--- config.mk ---
export PLATFORM = sky130hd
export DESIGN_NAME = edge_row_seq
export DESIGN_NICKNAME = d
export VERILOG_FILES = /design/src/rtl/erf_pkg.sv /design/src/rtl/erf_addr.sv /design/src/rtl/erf_win.sv /design/src/rtl/erf_filt.sv /design/src/rtl/edge_row_seq.sv
export SDC_FILE = /design/constraint.sdc
export NUM_CORES = 1
export LEC_CHECK = 0
export ABC_CLOCK_PERIOD_IN_PS = 13270
export CORE_AREA = 2 2 174 176
export DETAILED_ROUTE_END_ITERATION = 16
export DIE_AREA = 0 0 176 178
export DONT_BUFFER_PORTS = 1
export PLACE_DENSITY_LB_ADDON = 0.08
export SLEW_MARGIN = 20
export SYNTH_ARGS = -nofsm -noshare
export SYNTH_HDL_FRONTEND = slang
export SYNTH_SLANG_ARGS = --single-unit
--- constraint.sdc ---
create_clock -name clk -period 13.27 [get_ports clk]
set_clock_uncertainty 0.2 [all_clocks]
set_input_delay 1.327 -clock clk [delete_from_list [all_inputs] [get_ports clk]]
set_output_delay 1.327 -clock clk [all_outputs]
set_load 0.01 [all_outputs]
--- src/rtl/erf_pkg.sv ---
// Shared constants and the sequencer state type.
// Assumes an 8-bit pixel and a fixed eight-pixel fetch window per row.
package erf_pkg;
    localparam int PIX_W   = 8;   // bits per pixel
    localparam int TAPS    = 8;   // pixels fetched per row
    localparam int HALF    = TAPS / 2;
    localparam int WWIN    = 4;   // widest write window per row
    localparam int CW      = 12;  // internal arithmetic width

    typedef enum logic [2:0] {
        S_IDLE   = 3'd0,
        S_READ   = 3'd1,
        S_FILTER = 3'd2,
        S_WRITE  = 3'd3,
        S_NEXT   = 3'd4,
        S_DONE   = 3'd5
    } seq_state_t;
endpackage

--- src/rtl/erf_addr.sv ---
// Row-base generator with address contract check.
// Loads the descriptor offset as row 0 base and adds the stride per step.
// Assumes the caller keeps offset + 7*stride + 3 inside the address space.
module erf_addr #(
    parameter int AW = 16
) (
    input  logic          clk,
    input  logic          rst_n,
    input  logic          load,
    input  logic          step,
    input  logic [AW-1:0] offset_in,
    input  logic [AW-1:0] stride_in,
    input  logic [AW-1:0] stride_q,
    output logic [AW-1:0] base,
    output logic          contract_ok
);
    localparam logic [AW-1:0] MIN_GAP = AW'(erf_pkg::HALF);

    // Contract: first fetch must not wrap, row write windows must not overlap.
    always_comb contract_ok = (offset_in >= MIN_GAP) && (stride_in >= MIN_GAP);

    // Base register: load row 0, advance one stride per row.
    always_ff @(posedge clk) begin
        if (!rst_n)    base <= '0;
        else if (load) base <= offset_in;
        else if (step) base <= base + stride_q;
    end
endmodule

--- src/rtl/erf_win.sv ---
// Eight-byte capture window: shifts each returned byte in from the top.
// After eight captures slot 0 holds the lowest address (p3), slot 7 the highest (q3).
module erf_win (
    input  logic                                      clk,
    input  logic                                      rst_n,
    input  logic                                      cap,
    input  logic [erf_pkg::PIX_W-1:0]                 din,
    output logic [erf_pkg::TAPS-1:0][erf_pkg::PIX_W-1:0] win
);
    import erf_pkg::*;

    // Shift register: one slot per fetched byte.
    always_ff @(posedge clk) begin
        if (!rst_n) begin
            win <= '0;
        end else if (cap) begin
            for (int k = 0; k < TAPS - 1; k++) win[k] <= win[k+1];
            win[TAPS-1] <= din;
        end
    end
endmodule

--- src/rtl/erf_filt.sv ---
// Narrow edge filter datapath with one registered stage.
// On go it evaluates the window and registers the write mask and values.
// Mask bit 0..3 maps to p1, p0, q0, q1 (ascending address).
// Assumes the window is stable during the go cycle.
module erf_filt #(
    parameter int TW = 8
) (
    input  logic                                       clk,
    input  logic                                       rst_n,
    input  logic                                       go,
    input  logic [erf_pkg::TAPS-1:0][erf_pkg::PIX_W-1:0]  win,
    input  logic [TW-1:0]                              elim,
    input  logic [TW-1:0]                              ilim,
    input  logic [TW-1:0]                              hlim,
    output logic                                       valid,
    output logic [erf_pkg::WWIN-1:0]                   mask,
    output logic [erf_pkg::WWIN-1:0][erf_pkg::PIX_W-1:0]  vals
);
    import erf_pkg::*;

    typedef logic signed [CW-1:0] sv_t;
    typedef logic        [CW-1:0] uv_t;

    function automatic uv_t absd(input sv_t a, input sv_t b);
        sv_t d;
        d = a - b;
        return (d < 0) ? uv_t'(-d) : uv_t'(d);
    endfunction

    function automatic sv_t sat8(input sv_t x);
        if (x < -sv_t'(128)) return -sv_t'(128);
        if (x > sv_t'(127))  return sv_t'(127);
        return x;
    endfunction

    function automatic sv_t cap127(input sv_t x);
        return (x > sv_t'(127)) ? sv_t'(127) : x;
    endfunction

    function automatic logic [PIX_W-1:0] clipu(input sv_t x);
        if (x < 0)           return '0;
        if (x > sv_t'(255))  return '1;
        return x[PIX_W-1:0];
    endfunction

    sv_t px [TAPS];
    uv_t e_u, i_u, h_u;
    logic fm, hev;
    sv_t f_base, f_all, f1, f2, fp;
    logic [WWIN-1:0]             mask_c;
    logic [WWIN-1:0][PIX_W-1:0]  vals_c;

    // Widen pixels and thresholds into the signed working width.
    always_comb begin
        for (int k = 0; k < TAPS; k++) px[k] = sv_t'({{(CW-PIX_W){1'b0}}, win[k]});
        e_u = uv_t'(elim);
        i_u = uv_t'(ilim);
        h_u = uv_t'(hlim);
    end

    // Decision: filter mask and high-variance test (px[3]=p0, px[4]=q0).
    always_comb begin
        fm = (absd(px[0], px[1]) <= i_u) && (absd(px[1], px[2]) <= i_u) &&
             (absd(px[2], px[3]) <= i_u) && (absd(px[5], px[4]) <= i_u) &&
             (absd(px[6], px[5]) <= i_u) && (absd(px[7], px[6]) <= i_u) &&
             ((absd(px[3], px[4]) << 1) + (absd(px[2], px[5]) >> 1) <= e_u);
        hev = (absd(px[2], px[3]) > h_u) || (absd(px[5], px[4]) > h_u);
    end

    // Arithmetic: saturated filter term and the adjusted pixels.
    always_comb begin
        f_base = hev ? sat8(px[2] - px[5]) : '0;
        f_all  = sat8(sv_t'(3) * (px[4] - px[3]) + f_base);
        f1     = cap127(f_all + sv_t'(4)) >>> 3;
        f2     = cap127(f_all + sv_t'(3)) >>> 3;
        fp     = (f1 + sv_t'(1)) >>> 1;
        vals_c[0] = hev ? win[2] : clipu(px[2] + fp);
        vals_c[1] = clipu(px[3] + f2);
        vals_c[2] = clipu(px[4] - f1);
        vals_c[3] = hev ? win[5] : clipu(px[5] - fp);
        if (!fm)      mask_c = 4'b0000;
        else if (hev) mask_c = 4'b0110;
        else          mask_c = 4'b1111;
    end

    // Output stage: hold the decision until the next go.
    always_ff @(posedge clk) begin
        if (!rst_n) begin
            valid <= 1'b0;
            mask  <= '0;
            vals  <= '0;
        end else begin
            valid <= go;
            if (go) begin
                mask <= mask_c;
                vals <= vals_c;
            end
        end
    end
endmodule

--- src/rtl/edge_row_seq.sv ---
// Edge row sequencer: walks eight rows of one vertical boundary,
// fetching eight bytes per row, filtering them, and writing back only
// the enabled bytes in ascending order.
// Assumes a byte-wide synchronous memory with one-cycle read latency
// and a descriptor whose whole access range fits in the address space.
module edge_row_seq #(
    parameter int AW   = 16,
    parameter int TW   = 8,
    parameter int ROWS = 8
) (
    input  logic          clk,
    input  logic          rst_n,
    input  logic          desc_valid,
    output logic          desc_ready,
    input  logic [AW-1:0] desc_offset,
    input  logic [TW-1:0] desc_elim,
    input  logic [TW-1:0] desc_ilim,
    input  logic [TW-1:0] desc_hlim,
    input  logic [AW-1:0] row_stride,
    output logic          mem_rd_en,
    output logic          mem_wr_en,
    output logic [AW-1:0] mem_addr,
    output logic [7:0]    mem_wdata,
    input  logic [7:0]    mem_rdata,
    output logic          done,
    output logic          err
);
    import erf_pkg::*;

    localparam int RW = (ROWS > 1) ? $clog2(ROWS) : 1;
    localparam int KW = $clog2(TAPS);
    localparam int XW = $clog2(TAPS + 1);
    localparam int IW = $clog2(WWIN);

    seq_state_t st, st_nx;
    logic [RW-1:0]  row;
    logic [KW-1:0]  rd_cnt;
    logic [XW-1:0]  rx_cnt;
    logic           cap_q, go_q;
    logic [WWIN-1:0] pend, low_bit;
    logic [IW-1:0]  wr_idx;
    logic [AW-1:0]  stride_q, base;
    logic [TW-1:0]  e_q, i_q, h_q;
    logic           accept, contract_ok, last_row, last_cap;
    logic           f_valid;
    logic [WWIN-1:0]             f_mask;
    logic [WWIN-1:0][PIX_W-1:0]  f_vals;
    logic [TAPS-1:0][PIX_W-1:0]  win;

    // Handshake and row bookkeeping terms.
    always_comb begin
        accept   = (st == S_IDLE) && desc_valid;
        last_row = (row == RW'(ROWS - 1));
        last_cap = cap_q && (rx_cnt == XW'(TAPS - 1));
    end

    erf_addr #(.AW(AW)) u_addr (
        .clk(clk), .rst_n(rst_n),
        .load(accept), .step((st == S_NEXT) && !last_row),
        .offset_in(desc_offset), .stride_in(row_stride), .stride_q(stride_q),
        .base(base), .contract_ok(contract_ok)
    );

    erf_win u_win (
        .clk(clk), .rst_n(rst_n), .cap(cap_q), .din(mem_rdata), .win(win)
    );

    erf_filt #(.TW(TW)) u_filt (
        .clk(clk), .rst_n(rst_n), .go(go_q), .win(win),
        .elim(e_q), .ilim(i_q), .hlim(h_q),
        .valid(f_valid), .mask(f_mask), .vals(f_vals)
    );

    // Lowest pending write slot (ascending address order).
    always_comb begin
        low_bit = pend & (~pend + WWIN'(1));
        wr_idx  = '0;
        for (int k = WWIN - 1; k >= 0; k--) if (pend[k]) wr_idx = IW'(k);
    end

    // Next-state logic.
    always_comb begin
        st_nx = st;
        case (st)
            S_IDLE:   if (desc_valid) st_nx = contract_ok ? S_READ : S_DONE;
            S_READ:   if (rd_cnt == KW'(TAPS - 1)) st_nx = S_FILTER;
            S_FILTER: if (f_valid) st_nx = (|f_mask) ? S_WRITE : S_NEXT;
            S_WRITE:  if ((pend & ~low_bit) == '0) st_nx = S_NEXT;
            S_NEXT:   st_nx = last_row ? S_DONE : S_READ;
            S_DONE:   st_nx = S_IDLE;
            default:  st_nx = S_IDLE;
        endcase
    end

    // State register.
    always_ff @(posedge clk) begin
        if (!rst_n) st <= S_IDLE;
        else        st <= st_nx;
    end

    // Descriptor capture and contract flag.
    always_ff @(posedge clk) begin
        if (!rst_n) begin
            stride_q <= '0;
            e_q <= '0; i_q <= '0; h_q <= '0;
            err <= 1'b0;
        end else if (accept) begin
            stride_q <= row_stride;
            e_q <= desc_elim; i_q <= desc_ilim; h_q <= desc_hlim;
            err <= !contract_ok;
        end
    end

    // Row counter.
    always_ff @(posedge clk) begin
        if (!rst_n)                        row <= '0;
        else if (accept)                   row <= '0;
        else if (st == S_NEXT && !last_row) row <= row + RW'(1);
    end

    // Read issue counter and returned-byte tracking.
    always_ff @(posedge clk) begin
        if (!rst_n) begin
            rd_cnt <= '0;
            rx_cnt <= '0;
            cap_q  <= 1'b0;
            go_q   <= 1'b0;
        end else begin
            if (st == S_READ) rd_cnt <= rd_cnt + KW'(1);
            else              rd_cnt <= '0;
            cap_q <= (st == S_READ);
            go_q  <= last_cap;
            if (accept || st == S_NEXT) rx_cnt <= '0;
            else if (cap_q)             rx_cnt <= rx_cnt + XW'(1);
        end
    end

    // Pending write set for the current row.
    always_ff @(posedge clk) begin
        if (!rst_n)                          pend <= '0;
        else if (st == S_FILTER && f_valid)  pend <= f_mask;
        else if (st == S_WRITE)              pend <= pend & ~low_bit;
    end

    // Memory port and status outputs.
    always_comb begin
        desc_ready = (st == S_IDLE);
        done       = (st == S_DONE);
        mem_rd_en  = (st == S_READ);
        mem_wr_en  = (st == S_WRITE);
        mem_wdata  = f_vals[wr_idx];
        if (st == S_WRITE) mem_addr = base - AW'(2) + AW'(wr_idx);
        else               mem_addr = base - AW'(HALF) + AW'(rd_cnt);
    end
endmodule

After elaboration in Yosys (flattened, before gate mapping)
Index checks and enable logic that the tools add are counted.
Word-level totals
  output and inout port bits: 29
  logic and storage cells: 214
  register bits: 177
  bits of input ports: 67
Operators by class
  multiplexer cells: 76
  $add $sub $neg: 35
  equality and inequality tests: 12
  $lt $le $gt $ge: 34
  bitwise gates (word level): 5
  $mul: 1
  reduce and logical (&&, ||, !) cells: 24
Operator list (number)
  $mux W12: 18
  $mux W8: 19
  $le A12 B8 Y1: 7
  $neg A9 Y12: 7
  $sub A8 B8 Y9: 9
  $lt A9 B1 Y1 const B: 8
  $mux W16: 3
  $gt A12 B8 Y1 const B: 3
  $ge A16 B3 Y1 const B: 2
  $gt A12 B8 Y1: 2
  $gt A12 B9 Y1 const B: 2
  $lt A12 B1 Y1 const B: 2
  $mux W3: 7
  $add A9 B9 Y10: 2
  $gt A10 B9 Y1 const B: 2
  $lt A10 B1 Y1 const B: 2
  $sub A9 B9 Y10: 2
  $mux W1: 18
  $add A16 B16 Y16: 1
  $add A16 B2 Y16: 1
  $add A16 B3 Y16: 1
  $bmux W8 S2: 1
  $mux W4: 4
  $sub A16 B2 Y16 const B: 1
  36 further kinds: 63

Longest topological paths before layout
Gate-level depths: netlist of run 1.
  word-level depth: 24
  gate-level depth with buffers: 53
  mapped depth without buffers: 50

Cells and area by module
Synthesis of run 1 repeated with hierarchy kept, for this count alone.
Second synthesis, totals
  cells, all modules: 2230
  area, all modules: 18129.9 um^2
By module, submodules not included
  erf_filt: area an instance 10456.3 um^2, times used 1, cells each 1388
  edge_row_seq: area an instance 3714.8 um^2, times used 1, cells each 440
  erf_win: area an instance 2451.1 um^2, times used 1, cells each 206
  erf_addr: area an instance 1507.7 um^2, times used 1, cells each 196

Worst setup path after synthesis of run 1
OpenSTA, ideal clock, no wires.
  path kind: register to register
  start: register u_win.win[41] (netlist name)
  end: register u_filt.vals[1] (netlist name)
  arrival time: 10.151 ns
  setup slack: 2.792 ns
  required time: 12.943 ns
  period minus slack after synthesis: 10.478 ns
  stages on the path, launching flop included: 47
  setup time: 0.127 ns
  cell sequence: dfxtp_1 inv_1 fa_1 nor2b_1 o21ai_0 a21boi_0 o31a_1 o22a_1 clkbuf_1 nor2_1 a21oi_1 ha_1 nor2b_1 o21a_1 o21ai_0 nand2b_1 a211oi_1 o22ai_1 [... 11 more ...] ha_1 clkbuf_1 nand4b_1 o211ai_1 nand2_1 ha_1 xor2_1 ha_1 a21o_1 a21oi_1 nor2b_1 o21a_1 nor4_1 nor3_1 and2_1 o311a_1 o211a_1 or3_1
On the way
  longest elaborated chain between the ends: 24
  elaborated cells between the ends (all ways): 39
Ends and longest elaborated chain
  start, declared: line erf_win.sv:8  | output logic [erf_pkg::TAPS-1:0][erf_pkg::PIX_W-1:0] win
  start signal, assigned by index: line erf_win.sv:18  | win[TAPS-1] <= din;
  parallel branches: the longest is 23 deep, another holds $neg A9 Y12
  $mux W8 (*): line erf_filt.sv:77  | vals_c[0] = hev ? win[2] : clipu(px[2] + fp);
  end signal, assigned: line erf_filt.sv:96  | vals <= vals_c;
  end, declared: line erf_filt.sv:17  | output logic [erf_pkg::WWIN-1:0][erf_pkg::PIX_W-1:0] vals
Every way passes the cells marked *. The select of a mux whose other input is x is not followed.
A chain may end at the register's enable or synchronous reset.

Worst setup path after layout of run 1
Ends and elaborated chain as after synthesis.

==> results of run 1 <==
==> worst max-delay path by stage <==
stage                     depth (start not counted)                           end  slack [ns]
final                                            45   u_filt.vals[1]$_SDFFE_PN0P_        1.24
after global routing                             46  u_filt.vals[27]$_SDFFE_PN0P_        0.29
after CTS                                        45   u_filt.vals[1]$_SDFFE_PN0P_        1.51
after detailed placement                         45   u_filt.vals[1]$_SDFFE_PN0P_        1.57
after global placement                           44   u_filt.vals[1]$_SDFFE_PN0P_        1.92
after floorplan                                  46   u_filt.vals[1]$_SDFFE_PN0P_        2.79
==> final cells by class <==
| cell class | instances | area [um^2] | area share |
|---|---|---|---|
| Multi-Input combinational cell | 1713 | 12560 | 0.6976 |
| Sequential cell | 175 | 3507 | 0.1948 |
| Inverter | 203 | 764.5 | 0.04247 |
| Tap cell | 390 | 488.0 | 0.02711 |
| Clock buffer | 20 | 456.7 | 0.02537 |
| Timing Repair Buffer | 16 | 120.1 | 0.006673 |
| Clock inverter | 11 | 106.4 | 0.005908 |
==> synth_stat cells (11+ instances only) <==
| cell | n |
|---|---|
| nand2_1 | 182 |
| mux2i_1 | 80 |
| dfxtp_1 | 175 |
| a21o_1 | 45 |
| a21oi_1 | 183 |
| and2_1 | 11 |
| nand4_1 | 14 |
| xnor2_1 | 105 |
| a211oi_1 | 27 |
| a22oi_1 | 17 |
| nor2_1 | 191 |
| xor2_1 | 49 |
| nor3_1 | 33 |
| fa_1 | 25 |
| nor2b_1 | 51 |
| nor4_1 | 13 |
| and3_1 | 24 |
| o21a_1 | 43 |
| ha_1 | 262 |
| or3_1 | 11 |
| nand3_1 | 26 |
| clkbuf_1 | 52 |
| o21ai_0 | 109 |
| inv_1 | 202 |
| nand2b_1 | 43 |
| o21bai_1 | 19 |
==> registers in the layout, summed over array words and instances, names as in the netlist <==
signal,flops
st,3
err,1
rd_cnt,3
row,3
i_q,8
e_q,8
pend,4
h_q,8
u_addr.base,16
stride_q,16
u_filt.valid,1
u_filt.vals,32
cap_q,1
go_q,1
u_win.win,64
rx_cnt,4
u_filt.mask,2
==> worst max-delay path, delay by kind of cell, from the launching register on <==
kind	cells	cell delay (ns)
and+or+nand+nor	14	2.53
AOI/OAI and AO/OA	17	4.37
muxes	1	0.53
DFF	1	0.54
xor gates and xnor gates	2	0.38
adders and majority gates	7	2.69
buffers and inverters	4	0.63
==> layer usage <==
metal  up-vias  wire, um
met4         0      1144
met3        73      2453
li1       7467         -
met5         -         0
met2       353     20710
met1      6977     19990
==> cells by family (layout without fill, tap and decap cells) <==
kind of cell,count (synthesis),after routing
AO/OA/AOI/OAI,548,548
XOR/XNOR,154,154
adder cells (fa/ha/maj),287,287
buffers and inverters,267,250
flip-flops,175,175
multiplexers,83,83
other,1,4
AND/OR/NAND/NOR,637,637
==> per-stage QoR <==
stage	setup WS (ns)	util	hold slack (ns)	power, mW	area, um^2
2_1_floorplan	2.792	-	0.2198	1.321	17070
3_3_place_gp	1.919	0.5927	0.2435	1.484	17430
3_5_place_dp	1.575	0.5928	0.2463	1.506	17430
4_1_cts	1.514	0.6120	0.2581	2.005	17990
5_1_grt	0.2869	0.6122	0.2751	2.139	18000
6_report	1.240	0.6122	0.2571	1.997	18000
==> power groups by stage <==
stage,clock network (mW),registers (mW),logic [mW]
final,0.501,0.627,0.870
after global routing,0.529,0.635,0.975
after CTS,0.506,0.626,0.873
after detailed placement,0,0.638,0.868
after global placement,0,0.637,0.847
after floorplan,0,0.611,0.710
==> results_dict.tcl, run 1 <==
set metrics [dict create \
    status "finished, final reports clean" \
    synth_compound_area_frac 0.2070 \
    cts_hold_buf 0 \
    pwr-share-seq 0.314 \
    synthFlopType "dfxtp_1" \
    p_leak_nw 7.761 \
    slowest_stage "o311ai_0" \
    cp.arrival_ns 12.16 \
    cts_root_buf "clkbuf_16" \
    vdd_drop_max_mv 0.1016 \
    dp_hpwl_mm 34.81 \
    crit_fanout 9 \
    wl_per_cell_um 17.52 \
    dpl.cell_count 2496 \
    final_common_cell "ha_1" \
    grt-ovfl-total 0 \
    cts_tree "yes" \
    hold_depth 2 \
    regToRegSetupSlack_ns 1.24 \
    fin_crit_ns 12.03 \
    synth_area_um2 17060 \
    die_x_um 176 \
    busiest_layer "met2" \
    clk_pin_slew_worst_paths_ns 0.07 \
    fin_nets 2480 \
    syn_to_final_growth_pct 5.546 \
    yosys.area_share.simple 0.1781 \
    diodes 0 \
    wl_mm 44.30 \
    synth.area.top_cells "dfxtp_1 21%, ha_1 19%, xnor2_1 5.4%, a21oi_1 5.4%, mux2i_1 4.7%" \
    final_cell_mix "262 x ha_1, 201 x inv_1, 189 x nor2_1" \
    setup_viol 0 \
    critPathLaunchType "register" \
    comb_power_share 0.436 \
    async_flop_share 0 \
    core_um2 29400 \
    drt_iter0_drc 982 \
    drv_slew 0 \
    synth_warnings 0 \
    met2_usage 0.4926 \
    whs_endpoint "i_q[2]$_SDFFE_PN0P_" \
    slowest_delay_ns 0.72 \
    drive_gt1_frac 0.03835 \
    cts_made_buffers 17 \
    worst_skew_pair.late_latency_ns 0.46 \
    htree_levels 4 \
    clock.fmax_mhz 83.13 \
    grt_pass1_vias 13890 \
    synth.top_cell.area_share 0.2054 \
    start_util 0.5801 \
    reg2regPathDepth 45 \
    synth_area_leader_cell "dfxtp_1" \
    nFillCells 2762 \
    crit_top_cell "ha_1" \
    portBuffers 0 \
    finalCritPeriodShare 0.9065 \
    critPathKind "reg -> reg" \
    synth_seq_cells 175 \
    switchingPower_uw 787.8 \
    tightestPinTransition_ns 0.9942 \
    grt_max_degree 90 \
    max_slew_margin 0.3365 \
    post-cts-setup-buffers 0 \
    avgSynthCellArea_um2 7.925 \
    worstSetupStartpoint "u_win.win[41]$_SDFFE_PN0P_" \
    cp_data_required_time_ns 13.40 \
    antenna_found_initial 0 \
    power.density_nw_per_um2 110.9 \
    viasPerCell 5.882 \
    finalSetupTns_ns 0 \
    die_h_um 178 \
    drv_cap 0 \
    via_count 14870 \
    rsz0062_at_grt "no" \
    synthCells 2152 \
    p_clk_frac 0.251 \
    cts.sinks 175 \
    hold_viol 0 \
    synth_fa_ha_area_frac 0.2216 \
    synth_cell_type_count 75 \
    met3_usage 0.04902 \
    end_kind "register" \
    io_pins 96 \
    synth_top_family_by_area "adder cells" \
    num_rows 63 \
    r2r_end "u_filt.vals[1]$_SDFFE_PN0P_" \
    intPower_mw 1.209 \
    clockBufferDepth 2 \
    grt_usage 0.2844 \
    drcViolationCount 0 \
    min_from "i_q[2]$_SDFFE_PN0P_" \
    synthMuxAreaShare 0.04893 \
    drt_first_pass_iters 5 \
    r2r_start "u_win.win[41]$_SDFFE_PN0P_" \
    grt_util_met1 0.3607 \
    fin_cells 2528 \
    cts_resized 0 \
    gp_congestion 0.8999 \
    ys_seq_area_frac 0.2054 \
    dieArea_um2 31330 \
    synth_xor_area_frac 0.07908 \
    p_sw_frac 0.3945 \
    ant_nets 0 \
    synth_enable_flop_cells 0 \
    grt_pass1_wl_mm 70.51 \
    hold_path.class "reg -> reg" \
]
No activity file was read; power rests on OpenSTA's default activity.
==> run 2: changes to the inputs <==
Settings changed: CORE_AREA 2 2 174 176 to 2 2 179 181, DIE_AREA 0 0 176 178 to 0 0 181 183, SYNTH_HIERARCHICAL from default to 1.
==> results_dict.tcl, run 2 <==
set metrics [dict create \
    status "finished, final reports clean" \
    fin_hold_ws_ns 0.2543 \
    grt_max_degree 156 \
    r2r_start "u_win/win[34]$_SDFFE_PN0P_" \
    portBuffers 0 \
    grt-ovfl-total 0 \
    hold_path.class "reg -> reg" \
    pwr-share-seq 0.290 \
    htree_levels 4 \
    wl_mm 49.77 \
    ys_seq_area_frac 0.1932 \
    finalSetupTns_ns 0 \
    p_sw_frac 0.4126 \
    cts.sinks 175 \
    clk_pin_slew_worst_paths_ns 0.07 \
    largest-register "u_win/win" \
    p_clk_frac 0.242 \
    rsz0062_at_grt "no" \
    syn_to_final_growth_pct 4.700 \
    worstSetupStartpoint "u_win/win[34]$_SDFFE_PN0P_" \
    antenna_found_initial 1 \
    slowest_stage "dfxtp_1" \
    post-route-worst-setup-slack_ns 1.137 \
    async_flop_share 0 \
    crit_fanout 39 \
    cp.arrival_ns 12.25 \
    path_delay_family "compound AO/OA/AOI/OAI gates" \
    vdd_drop_max_mv 0.1029 \
    viasPerCell 6.021 \
    critPathKind "reg -> reg" \
    via_count 15700 \
    synth_area_leader_cell "dfxtp_1" \
    synth.top_cell.area_share 0.1932 \
    cp_num_buf_inv 6 \
    wl_per_cell_um 19.09 \
    comb_power_share 0.468 \
    clock.fmax_mhz 82.42 \
    max_slew_margin 0.3321 \
    num_rows 65 \
    synth_seq_cells 175 \
    critPathLaunchType "register" \
    switchingPower_uw 894.0 \
    worst_skew_pair.late_latency_ns 0.46 \
    synth.area.top_cells "dfxtp_1 19%, ha_1 18%, xnor2_1 5.3%, mux2i_1 4.4%, nand2_1 4.3%" \
    dp_hpwl_mm 39.58 \
    core_um2 31230 \
    largest_reg_flops 64 \
    fin_crit_ns 12.13 \
    drive_gt1_frac 0.05442 \
    die_h_um 183 \
    grt_pass1_vias 14780 \
    synthFlopType "dfxtp_1" \
    setup_viol 0 \
    drcViolationCount 0 \
    avgSynthCellArea_um2 8.130 \
    die_x_um 181 \
    slowest_delay_ns 0.48 \
    diodes 0 \
    power.density_nw_per_um2 114.1 \
    final_cell_mix "262 x ha_1, 208 x nand2_1, 199 x inv_1" \
    fin_nets 2545 \
    cts_tree "yes" \
    drv_cap 0 \
    drt_iter0_drc 1196 \
    gp_congestion 0.9402 \
    start_util 0.5805 \
    synth_warnings 6 \
    intPower_mw 1.273 \
    synthCells 2230 \
    cp_data_required_time_ns 13.38 \
    cts_root_buf "clkbuf_16" \
    dieArea_um2 33120 \
    ant_nets 0 \
    drt_first_pass_iters 5 \
    clockBufferDepth 2 \
    tightestPinTransition_ns 1.002 \
    grt_usage 0.3019 \
    io_pins 96 \
    p_leak_nw 8.283 \
    end_kind "register" \
    cts_made_buffers 17 \
    grt_pass1_wl_mm 78.89 \
    pre_cts_ws_ns 1.447 \
    synth_common_cells "262 x ha_1, 208 x nand2_1, 199 x inv_1, 175 x dfxtp_1, 133 x o21ai_0" \
    finalCritPeriodShare 0.9143 \
    synth_cell_type_count 105 \
    final_common_cell "ha_1" \
    cts_hold_buf 0 \
    reg.largest.list "u_win/win x64, u_filt/vals x32" \
    yosysMostFrequentCell "ha_1" \
    synth_enable_flop_cells 0 \
    hold_viol 0 \
    drv_slew 0 \
    min_from "i_q[3]$_SDFFE_PN0P_" \
    synth_area_um2 18130 \
]
run 2: changes by cell type after synthesis, sizes merged, moves of 27 or more:
| cell | change |
|---|---|
| nand2 | +27 |
| o21a | -28 |
| a21oi | -50 |
| o21ai | +31 |
| nor2b | +53 |
| nor2 | -91 |
| a21boi | +56 |
run 2: metal layers:
| layer | vias up | track usage | wire (um) |
|---|---|---|---|
| met5 | - | 0 | 13 |
| met4 | 2 | 0.09333 | 1317 |
| met3 | 77 | 0.06990 | 3614 |
| met2 | 412 | 0.4922 | 22160 |
| met1 | 7387 | 0.3978 | 22670 |
| li1 | 7818 | - | - |
run 2: metrics by stage:
step | util | power (mW) | instances | area (um^2)
after global placement | 0.5883 | 1.617 | 2575 | 18370
after CTS | 0.6075 | 2.172 | 2607 | 18970
after floorplan | - | 1.452 | 2233 | 18140
after detailed placement | 0.5883 | 1.641 | 2575 | 18370
final | 0.6078 | 2.167 | 2607 | 18980
after global routing | 0.6078 | 2.324 | 2607 | 18980
run 2: worst paths after layout:
kind	endpoint	slack (ns)	depth (start not counted)
hold / removal	i_q[3]$_SDFFE_PN0P_	0.25	2
setup / recovery	u_filt/vals[8]$_SDFFE_PN0P_	1.14	52
hold reg to reg	i_q[3]$_SDFFE_PN0P_	0.25	2
setup reg to reg	u_filt/vals[8]$_SDFFE_PN0P_	1.14	52
run 2: what timing repair did:
action,4_1_cts,5_1_grt
gates resized for setup,0,1
buffers inserted,0,0
setup endpoints to repair,0,5
run 2: tightest hold or removal path, cell delays in order (launching register included):
cell and delay [ns]:
dfxtp_1 0.31, nand2_1 0.05, a21boi_1 0.05
run 2: final cells by class:
class | count | area (um^2)
Clock buffer | 19 | 464.2
Clock inverter | 13 | 137.6
Fill cell | 2828 | 12250
Inverter | 203 | 767.0
Multi-Input combinational cell | 1784 | 13520
Sequential cell | 175 | 3507
Tap cell | 402 | 503.0
Timing Repair Buffer | 11 | 82.58
run 2: logic make-up after synthesis:
group,share of synthesized area
compound gates,0.2146
xor+xnor,0.07488
fa+ha+maj,0.2079
buf+inv,0.06287
flops,0.1932
mux,0.05542
other cells,0.0002068
simple gates,0.1910
run 2: power by group through the flow:
stage                     clock, mW  sequential (mW)  combinational [mW]
after floorplan                   0            0.611               0.841
after global placement            0            0.638               0.979
after detailed placement          0            0.639                1.00
after CTS                     0.538            0.627                1.01
after global routing          0.556            0.635                1.13
final                         0.524            0.628                1.01
==> run 3: changes to the inputs <==
Settings changed: CTS_CLUSTER_SIZE from default to 12, GPL_TIMING_DRIVEN from default to 0.
==> results_dict.tcl, run 3 (same netlist as run 2, synthesis figures left out) <==
set metrics [dict create \
    status "finished, final reports clean" \
    reg.largest.list "u_win/win x64, u_filt/vals x32" \
    r2r_start "u_win/win[16]$_SDFFE_PN0P_" \
    slowest_stage "dfxtp_1" \
    finalSetupTns_ns 0 \
    fin_cells 2670 \
    critPathLaunchType "register" \
    cp_data_required_time_ns 13.43 \
    grt-ovfl-total 0 \
    dieArea_um2 33120 \
    fin_hold_ws_ns 0.2568 \
    drv_slew 0 \
    antenna_found_initial 0 \
    clock.fmax_mhz 80.83 \
    portBuffers 0 \
    crit_top_cell "o21ai_0" \
    critPathKind "reg -> reg" \
    cts.sinks 175 \
    wl_per_cell_um 18.25 \
    final_common_cell "ha_1" \
    drv_cap 0 \
    vdd_drop_max_mv 0.1075 \
    largest_reg_flops 64 \
    pre_cts_ws_ns 0.3157 \
    start_util 0.5805 \
    crit_fanout 10 \
    clk_pin_slew_worst_paths_ns 0.08 \
    pwr-share-seq 0.282 \
    wl_mm 48.74 \
    cts_hold_buf 0 \
    cts_root_buf "clkbuf_16" \
    slowest_delay_ns 0.53 \
    cts_made_buffers 17 \
    worst_skew_pair.late_latency_ns 0.46 \
    viasPerCell 5.964 \
    worstSetupStartpoint "u_win/win[16]$_SDFFE_PN0P_" \
    htree_levels 4 \
    diodes 0 \
    end_kind "register" \
    finalCritPeriodShare 0.9323 \
    crit_end "u_filt/vals[30]$_SDFFE_PN0P_" \
    regToRegSetupSlack_ns 0.90 \
    rsz0062_at_grt "no" \
    comb_power_share 0.487 \
    final_cell_mix "262 x ha_1, 208 x nand2_1, 199 x inv_1" \
    drcViolationCount 0 \
    via_count 15930 \
    core_um2 31230 \
    switchingPower_uw 928.3 \
    max_slew_margin 0.2720 \
    drt_iter0_drc 1123 \
    min_from "e_q[3]$_SDFFE_PN0P_" \
    num_rows 65 \
    gp_congestion 0.9647 \
    fin_crit_ns 12.37 \
    grt_usage 0.2977 \
    setup_viol 0 \
    io_pins 96 \
    final_util 0.6178 \
    dp_hpwl_mm 39.77 \
    grt_pass1_vias 15240 \
    largest-register "u_win/win" \
    ant_nets 0 \
    cp.arrival_ns 12.53 \
    die_x_um 181 \
    tightestPinTransition_ns 1.077 \
    hold_viol 0 \
    drt_first_pass_iters 6 \
    hold_path.class "reg -> reg" \
    r2r_end "u_filt/vals[30]$_SDFFE_PN0P_" \
    intPower_mw 1.256 \
    post-route-worst-setup-slack_ns 0.8985 \
    grt_max_degree 19 \
    clockBufferDepth 2 \
    drive_gt1_frac 0.05952 \
    die_h_um 183 \
    reg2regPathDepth 58 \
    power.density_nw_per_um2 113.2 \
    dpl.cell_count 2635 \
    syn_to_final_growth_pct 6.425 \
    p_clk_frac 0.231 \
    cts_tree "yes" \
    p_leak_nw 8.385 \
    grt_pass1_wl_mm 78.54 \
    p_sw_frac 0.4250 \
    fin_nets 2608 \
]
==> run 3: worst min path at each step <==
stage | end | slack [ns] | cells after the start
2_1_floorplan | go_q$_SDFF_PN0_ | 0.22 | 1
3_3_place_gp | go_q$_SDFF_PN0_ | 0.24 | 1
3_5_place_dp | go_q$_SDFF_PN0_ | 0.24 | 1
4_1_cts | e_q[3]$_SDFFE_PN0P_ | 0.26 | 2
5_1_grt | e_q[7]$_SDFFE_PN0P_ | 0.27 | 2
6_report | e_q[3]$_SDFFE_PN0P_ | 0.26 | 2
==> run 3: layout make-up <==
class,count,area (um^2)
Multi-Input combinational cell,1784,13550
Fill cell,2827,11940
Sequential cell,175,3506
Inverter,203,767.0
Tap cell,402,503.0
Clock buffer,17,425.4
Buffer,71,377.9
Clock inverter,15,146.4
Timing Repair Buffer,3,22.52
==> run 3: routing by layer <==
metal | vias up | share of wire | track usage
met5 | - | 0 | 0
met2 | 399 | 0.46 | 0.5040
met1 | 7524 | 0.46 | 0.3935
met3 | 69 | 0.060 | 0.04627
li1 | 7933 | - | -
met4 | 0 | 0.022 | 0.08650
==> run 3: repair_timing <==
| item | CTS | global route |
|---|---|---|
| resized for setup | 0 | 14 |
| setup endpoints to repair | 0 | 24 |
| setup buffers | 0 | 3 |
==> run 3: through the flow <==
stage | power [mW] | area (um^2)
final | 2.184 | 19290
after global routing | 2.339 | 19290
after CTS | 2.186 | 19220
after detailed placement | 1.674 | 18640
after global placement | 1.650 | 18640
after floorplan | 1.452 | 18140
==> run 3: critical path: cells and delay by family (launching register included) <==
family / cells / cell delay, ns
simple gates: 17 / 2.63
buf+inv: 9 / 1.85
flops: 1 / 0.53
xor+xnor: 1 / 0.38
compound gates: 23 / 4.24
fa+ha+maj: 8 / 2.42
==> run 3: power by group through the flow <==
| stage | Clock (mW) | Combinational [mW] | Sequential, mW |
|---|---|---|---|
| floorplan | 0 | 0.841 | 0.611 |
| global placement | 0 | 1.02 | 0.625 |
| detailed placement | 0 | 1.05 | 0.627 |
| CTS | 0.515 | 1.06 | 0.616 |
| global route | 0.535 | 1.18 | 0.622 |
| finish | 0.504 | 1.06 | 0.616 |
